File: src/rtl/xra_pkg.sv
package xra_pkg;

    // Window sequencer states
    typedef enum logic [2:0] {
        ST_LOAD  = 3'd0,   // one cycle after reset, no counting
        ST_OPEN  = 3'd1,   // first cycle of a multi-cycle window
        ST_RUN   = 3'd2,   // middle cycles
        ST_CLOSE = 3'd3,   // last cycle, alarm update
        ST_SOLO  = 3'd4    // whole one-cycle window
    } win_state_e;

    // Level code for the two-bit format
    function automatic logic [1:0] level_code(input logic hit_lo, input logic hit_hi);
        logic [1:0] code;
        if (hit_hi)
            code = 2'b11;
        else if (hit_lo)
            code = 2'b01;
        else
            code = 2'b00;
        return code;
    endfunction

endpackage

File: src/rtl/xra_window_ctrl.sv
module xra_window_ctrl
    import xra_pkg::*;
#(
    parameter int WIN_W = 4,
    parameter int POS_W = 16
) (
    input  logic             clk,
    input  logic             rst_n,
    input  logic [WIN_W-1:0] win_log2,
    output logic             win_open,
    output logic             win_close,
    output logic             counting,
    output logic             load_phase,
    output logic [WIN_W-1:0] n_q
);

    win_state_e       state_q, state_d;
    logic [POS_W-1:0] pos_q, pos_d;
    logic [WIN_W-1:0] n_d;
    logic [POS_W-1:0] span;

    assign span = POS_W'(1) << n_q;

    // State register
    always_ff @(posedge clk) begin
        if (!rst_n) begin
            state_q <= ST_LOAD;
            pos_q   <= '0;
            n_q     <= '0;
        end else begin
            state_q <= state_d;
            pos_q   <= pos_d;
            n_q     <= n_d;
        end
    end

    // Next state
    always_comb begin
        state_d = state_q;
        pos_d   = pos_q;
        n_d     = n_q;
        unique case (state_q)
            ST_LOAD, ST_CLOSE, ST_SOLO: begin
                n_d     = win_log2;
                pos_d   = '0;
                state_d = (win_log2 == '0) ? ST_SOLO : ST_OPEN;
            end
            ST_OPEN: begin
                pos_d   = POS_W'(1);
                state_d = (n_q == WIN_W'(1)) ? ST_CLOSE : ST_RUN;
            end
            ST_RUN: begin
                pos_d   = pos_q + POS_W'(1);
                state_d = (pos_q == span - POS_W'(2)) ? ST_CLOSE : ST_RUN;
            end
            default: begin
                state_d = ST_LOAD;
            end
        endcase
    end

    // Outputs
    always_comb begin
        win_open   = 1'b0;
        win_close  = 1'b0;
        counting   = 1'b1;
        load_phase = 1'b0;
        unique case (state_q)
            ST_LOAD: begin
                counting   = 1'b0;
                load_phase = 1'b1;
            end
            ST_OPEN:  win_open  = 1'b1;
            ST_RUN:   ;
            ST_CLOSE: win_close = 1'b1;
            ST_SOLO: begin
                win_open  = 1'b1;
                win_close = 1'b1;
            end
            default: counting = 1'b0;
        endcase
    end

    // the middle position never reaches the last slot
    a_r2_run_bounds: assert property (@(posedge clk) disable iff (!rst_n)
        (state_q == ST_RUN) |-> (pos_q >= POS_W'(1) && pos_q <= span - POS_W'(2)));

    // windows follow one another without a gap
    a_r2_back_to_back: assert property (@(posedge clk) disable iff (!rst_n)
        win_close |=> win_open);

    // the length is only taken at a boundary
    a_r2_len_frozen: assert property (@(posedge clk) disable iff (!rst_n)
        (counting && !win_close) |=> $stable(n_q));

endmodule

File: src/rtl/xra_hit_counter.sv
module xra_hit_counter #(
    parameter int CNT_W = 16
) (
    input  logic             clk,
    input  logic             rst_n,
    input  logic             counting,
    input  logic             win_open,
    input  logic             flag,
    output logic [CNT_W-1:0] tally
);

    logic [CNT_W-1:0] acc_q;
    logic [CNT_W-1:0] base;
    logic [CNT_W:0]   sum;

    always_comb begin
        base  = win_open ? '0 : acc_q;
        sum   = {1'b0, base} + (CNT_W+1)'(flag);
        tally = sum[CNT_W] ? {CNT_W{1'b1}} : sum[CNT_W-1:0];
    end

    always_ff @(posedge clk) begin
        if (!rst_n)
            acc_q <= '0;
        else if (counting)
            acc_q <= tally;
    end

    // within a window the count never falls back
    a_r9_no_wrap: assert property (@(posedge clk) disable iff (!rst_n)
        (counting && !win_open) |=> (acc_q >= $past(acc_q)));

    // the first cycle of a window starts afresh
    a_r9_fresh_start: assert property (@(posedge clk) disable iff (!rst_n)
        (counting && win_open) |=> (acc_q <= CNT_W'(1)));

endmodule

File: src/rtl/xra_scaler.sv
module xra_scaler #(
    parameter int WIN_W     = 4,
    parameter int CNT_W     = 16,
    parameter int FRAC_W    = 16,
    parameter int FRAC_BITS = 14
) (
    input  logic [CNT_W-1:0]  tally,
    input  logic [WIN_W-1:0]  n_q,
    output logic [FRAC_W-1:0] frac
);

    localparam int WIDE_W = CNT_W + FRAC_BITS;
    localparam logic [WIDE_W-1:0] MAXPOS = WIDE_W'((64'd1 << (FRAC_W - 1)) - 64'd1);

    logic [WIDE_W-1:0] ext;
    logic [WIDE_W-1:0] wide;

    always_comb begin
        ext = WIDE_W'(tally);
        if (int'(n_q) <= FRAC_BITS)
            wide = ext << (FRAC_BITS - int'(n_q));
        else
            wide = ext >> (int'(n_q) - FRAC_BITS);
        if (wide > MAXPOS)
            wide = MAXPOS;
        frac = wide[FRAC_W-1:0];
    end

endmodule

File: src/rtl/xra_alarm_ctrl.sv
module xra_alarm_ctrl
    import xra_pkg::*;
#(
    parameter int FRAC_W = 16
) (
    input  logic              clk,
    input  logic              rst_n,
    input  logic              update,
    input  logic              two_bit,
    input  logic [FRAC_W-1:0] frac,
    input  logic [FRAC_W-1:0] thr0,
    input  logic [FRAC_W-1:0] thr1,
    output logic [1:0]        alarm_q
);

    logic       hit0, hit1;
    logic [1:0] code_d;

    always_comb begin
        hit0 = $signed(frac) >= $signed(thr0);
        hit1 = $signed(frac) >= $signed(thr1);
        if (two_bit)
            code_d = level_code(hit0, hit1);
        else
            code_d = {hit1, hit0};
    end

    always_ff @(posedge clk) begin
        if (!rst_n)
            alarm_q <= 2'b00;
        else if (update)
            alarm_q <= code_d;
    end

    // outside a window close the alarm does not move
    a_r7_hold: assert property (@(posedge clk) disable iff (!rst_n)
        !update |=> $stable(alarm_q));

    // the level code never takes the unused value
    a_r6_no_split_code: assert property (@(posedge clk) disable iff (!rst_n)
        (update && two_bit) |=> (alarm_q != 2'b10));

    // a negative threshold is always met at close
    a_r4_negative_met: assert property (@(posedge clk) disable iff (!rst_n)
        (update && !two_bit && thr0[FRAC_W-1]) |=> alarm_q[0]);

endmodule

File: src/rtl/crossing_rate_alarm.sv
module crossing_rate_alarm #(
    parameter int WIN_W     = 4,
    parameter int FRAC_W    = 16,
    parameter int FRAC_BITS = 14
) (
    input  logic              clk,
    input  logic              rst_n,
    input  logic              flag_blk,
    input  logic              flag_alt,
    input  logic              src_sel,
    input  logic [WIN_W-1:0]  win_log2,
    input  logic [FRAC_W-1:0] thr0,
    input  logic [FRAC_W-1:0] thr1,
    input  logic              two_bit_en,
    output logic [1:0]        alarm
);

    localparam int CNT_W = 2 ** WIN_W;
    localparam logic [FRAC_W-1:0] FULL_SCALE = FRAC_W'(64'd1 << FRAC_BITS);

    logic             win_open, win_close, counting, load_phase;
    logic [WIN_W-1:0] n_q;
    logic             flag_sel;
    logic [CNT_W-1:0] tally;
    logic [FRAC_W-1:0] frac;

    assign flag_sel = src_sel ? flag_alt : flag_blk;

    xra_window_ctrl #(
        .WIN_W (WIN_W),
        .POS_W (CNT_W)
    ) u_window (
        .clk        (clk),
        .rst_n      (rst_n),
        .win_log2   (win_log2),
        .win_open   (win_open),
        .win_close  (win_close),
        .counting   (counting),
        .load_phase (load_phase),
        .n_q        (n_q)
    );

    xra_hit_counter #(
        .CNT_W (CNT_W)
    ) u_counter (
        .clk      (clk),
        .rst_n    (rst_n),
        .counting (counting),
        .win_open (win_open),
        .flag     (flag_sel),
        .tally    (tally)
    );

    xra_scaler #(
        .WIN_W     (WIN_W),
        .CNT_W     (CNT_W),
        .FRAC_W    (FRAC_W),
        .FRAC_BITS (FRAC_BITS)
    ) u_scaler (
        .tally (tally),
        .n_q   (n_q),
        .frac  (frac)
    );

    xra_alarm_ctrl #(
        .FRAC_W (FRAC_W)
    ) u_alarm (
        .clk     (clk),
        .rst_n   (rst_n),
        .update  (win_close),
        .two_bit (two_bit_en),
        .frac    (frac),
        .thr0    (thr0),
        .thr1    (thr1),
        .alarm_q (alarm)
    );

    // nothing is reported before the first window
    a_r1_quiet_start: assert property (@(posedge clk) disable iff (!rst_n)
        load_phase |-> (alarm == 2'b00));

    // the scaled fraction never exceeds full scale
    a_r3_frac_cap: assert property (@(posedge clk) disable iff (!rst_n)
        counting |-> (frac <= FULL_SCALE));

endmodule

File: config.mk
export PLATFORM = sky130hd
export DESIGN_NAME = crossing_rate_alarm
export DESIGN_NICKNAME = d
export VERILOG_FILES = /design/src/rtl/xra_pkg.sv /design/src/rtl/xra_window_ctrl.sv /design/src/rtl/xra_hit_counter.sv /design/src/rtl/xra_scaler.sv /design/src/rtl/xra_alarm_ctrl.sv /design/src/rtl/crossing_rate_alarm.sv
export SDC_FILE = /design/constraint.sdc
export NUM_CORES = 1
export LEC_CHECK = 0
export ABC_AREA = 1
export BUFFER_PORTS_ARGS = -buffer_cell sky130_fd_sc_hd__clkbuf_2
export CAP_MARGIN = 20
export CORE_MARGIN = 2
export CORE_UTILIZATION = 40
export DETAILED_ROUTE_END_ITERATION = 16
export GPL_TIMING_DRIVEN = 0
export SYNTH_ARGS = -nofsm -noshare
export SYNTH_HDL_FRONTEND = slang
export SYNTH_SLANG_ARGS = --single-unit
File: constraint.sdc
create_clock -name clk -period 12.98 [get_ports clk]
set_clock_uncertainty 0.15 [all_clocks]
set_input_delay 1.947 -clock clk [delete_from_list [all_inputs] [get_ports clk]]
set_output_delay 1.947 -clock clk [all_outputs]
set_load 0.05 [all_outputs]
==> results.py <==
metrics = {
    "route": {
        "vias": 6308,
        "wl_per_cell_um": 14.56,
        "vias_per_cell": 5.382,
        "drc": 0,
        "firstDrtPassIters": 5,
        "finalWirelength_um": 17060,
        "drt_iter0_markers": 527,
        "ant_nets": 0,
    },
    "clock_tree": {
        "cts_buffers": 5,
        "cts_sinks": 41,
        "clockBufferDepth": 2,
        "clk_latency_ns": 0.29,
        "path_clk_slew_ns": 0.06,
        "h-tree-depth": 2,
        "cts_setup_buffers": 0,
        "ctsResizeCount": 0,
        "cts_tree": "built",
        "cts_hold_buf": 0,
        "cts-root-buf": "clkbuf_16",
    },
    "place": {
        "dp_hpwl_um": 13640,
        "gp_congestion": 0.9655,
        "portBuffers": 43,
        "place_inst": 1164,
    },
    "sta": {
        "max_freq_mhz": 164.3,
        "slew_headroom_pct": 58.17,
        "hold_violations": 0,
        "worstMarginPinSlew_ns": 0.6116,
        "fin_setup_tns_ns": 0,
        "layout_worst_path_cycle_share_pct": 46.89,
        "whs_ns": 0.3331,
        "final-setup-viol-count": 0,
        "period_needed_ns": 6.087,
        "slew_viol_final": 0,
        "rsz0062_at_grt": "false",
    },
    "yosys": {
        "avgSynthCellArea_um2": 6.034,
        "ys_types": 47,
        "synthTopCellsByArea": "dfxtp_1 (14%), nand3_1 (14%), nand2_1 (11%)",
        "yosysMostFrequentCell": "nand2_1",
        "ys_seq_area_share_pct": 14.47,
        "syn_inst": 940,
        "synth_top_family_by_area": "simple AND/OR/NAND/NOR gates",
        "yosysWarnings": 0,
        "synth_top_area_share_pct": 14.47,
        "yosys.area_share.xor_xnor_pct": 3.706,
        "synth_compound_area_share_pct": 15.24,
        "synth_edf_count": 0,
        "async_flop_share_pct": 0,
        "yosys-top-cells-count": "nand2_1 (162), nand3_1 (158), inv_1 (107)",
        "synth_top_area_cell": "dfxtp_1",
        "synthFlopType": "dfxtp_1",
        "yosys-mux-area-fraction_pct": 0.3750,
        "synth-seq-cells": 41,
        "synth.cell_area_mm2": 0.005672,
        "synthSimpleGateAreaFrac_pct": 44.36,
        "synth_fa_ha_area_share_pct": 10.15,
    },
    "die": {
        "die_width_um": 123.1,
        "die_y_um": 123.1,
        "core_mm2": 0.01388,
        "dieArea_mm2": 0.01515,
        "ios": 44,
        "rows": 43,
        "initial_core_util_pct": 40.86,
    },
    "worst_setup_path": {
        "endpoint": "u_alarm.alarm_q[0]",
        "path_max_fanout": 10,
        "worstSetupPathType": "primary input to flop",
        "slowest_stage": "mux2_2",
        "end_kind": "flop",
        "startpoint_type": "primary input",
        "crit_path_max_incr_delay_ns": 0.34,
        "timing.rr.end": "u_alarm.alarm_q[0]",
        "required_ns": 13.06,
        "rrSetupSlack_ns": 7.77,
        "arrival_ns": 6.17,
        "crit_start": "src_sel",
        "critPathMostFrequentCell": "nand3_1",
        "rr_worst_depth": 37,
        "r2r-start": "u_window.state_q[2]",
    },
    "cells_and_area": {
        "syn_to_final_growth_pct": 10.94,
        "final_core_util_pct": 45.33,
        "num_antenna_cells": 0,
        "final_layout_size_suffix_gt1_share_pct": 13.31,
        "multiInputGateArea_mm2": 0.004195,
        "final_nets": 1079,
        "stdcell_count": 1172,
        "final-seq-area_um2": 820.8,
        "fill_cells": 1534,
    },
    "pwr": {
        "ir_worst_vdd_mv": 0.05528,
        "power_leakage_nw": 2.852,
        "p_per_area_mw_per_mm2": 125.6,
    },
    "job": {
        "max-cap-violations": 0,
    },
    "run_status": {
        "outcome": "finished, final reports clean",
    },
    "global_route": {
        "grt_start_max_net_pins": 14,
        "grt_pass1_wl_um": 28030,
        "grt_usage_pct": 23.33,
        "grt_pass1_vias": 5783,
        "antenna_found_initial": 0,
        "grt_overflow": 0,
    },
    "min_path": {
        "min_path_type": "flop to flop",
    },
}
-- layout by cell type (no fill, tap or decap), types with 21 or more instances in the layout --
cell and n:
o21ai_0 62, ha_1 46, clkbuf_2 43, a21oi_1 58
nor2_1 91, nand2_1 162, nor3_1 21, nand4_1 21
nand3_1 158, inv_1 107, dfxtp_1 41, nand3_2 27
-- metrics by stage --
step / setup slack [ns] / total power [W] / instance area, um^2
global route: 6.442 / 0.0008655 / 6292
CTS: 6.890 / 0.0007875 / 6292
floorplan: 7.485 / 0.0005229 / 5675
global placement: 6.602 / 0.0006338 / 6116
detailed placement: 6.594 / 0.0006326 / 6116
finish: 6.893 / 0.0007906 / 6292
-- area by class of cell --
type	instances	share of cell area, %
well taps	180	3.579
multi-input cells	745	66.67
repair buffers	43	3.420
clock inverters	2	0.5965
flip-flops and latches	41	13.04
plain buffers	38	3.420
clock buffers	6	2.207
inverters	117	7.059
-- critical path: cells and delay by family --
family | cells | cell delay [ns]
AND/OR/NAND/NOR | 19 | 1.90
AO/OA/AOI/OAI | 5 | 0.85
buffers and inverters | 6 | 0.58
adder cells (fa/ha/maj) | 2 | 0.51
multiplexers | 1 | 0.34
-- cells by family (layout without fill, tap and decap cells) --
family          Yosys count  after routing
mux                       2              2
flops                    41             41
compound gates          157            157
buf+inv                 155            206
xor+xnor                 24             24
fa+ha+maj                46             46
simple gates            514            514
other cells               1              2
-- where the power goes --
part	total (W)	internal (W)	leakage [nW]	switching, W
sequential	0.000158	0.000142	0.335	0.0000155
clock	0.000152	0.0000961	0.0831	0.0000555
combinational	0.000481	0.000161	2.43	0.000320
total	0.000791	0.000399	2.85	0.000391
-- how the worst min path moves through the flow --
stage,startpoint,to,depth (start not counted)
3_3_place_gp,u_window.pos_q[14],u_window.pos_q[14],1
2_1_floorplan,u_window.pos_q[14],u_window.pos_q[14],1
5_1_grt,u_window.pos_q[14],u_window.pos_q[14],1
3_5_place_dp,u_window.pos_q[14],u_window.pos_q[14],1
4_1_cts,u_window.pos_q[14],u_window.pos_q[14],1
6_report,u_window.pos_q[14],u_window.pos_q[14],1
-- metal layers --
layer,wire (um),track usage (%)
met3,902,3.552
met1,8226,32.24
met4,267,5.256
met2,7667,38.29
met5,0,0
-- sequential cells by signal, indices dropped and copies added, names as in the netlist --
register / cells
u_window.n_q: 4
u_alarm.alarm_q: 2
u_window.pos_q: 16
u_window.state_q: 3
u_counter.acc_q: 16
No activity file was read; power rests on OpenSTA's default activity.
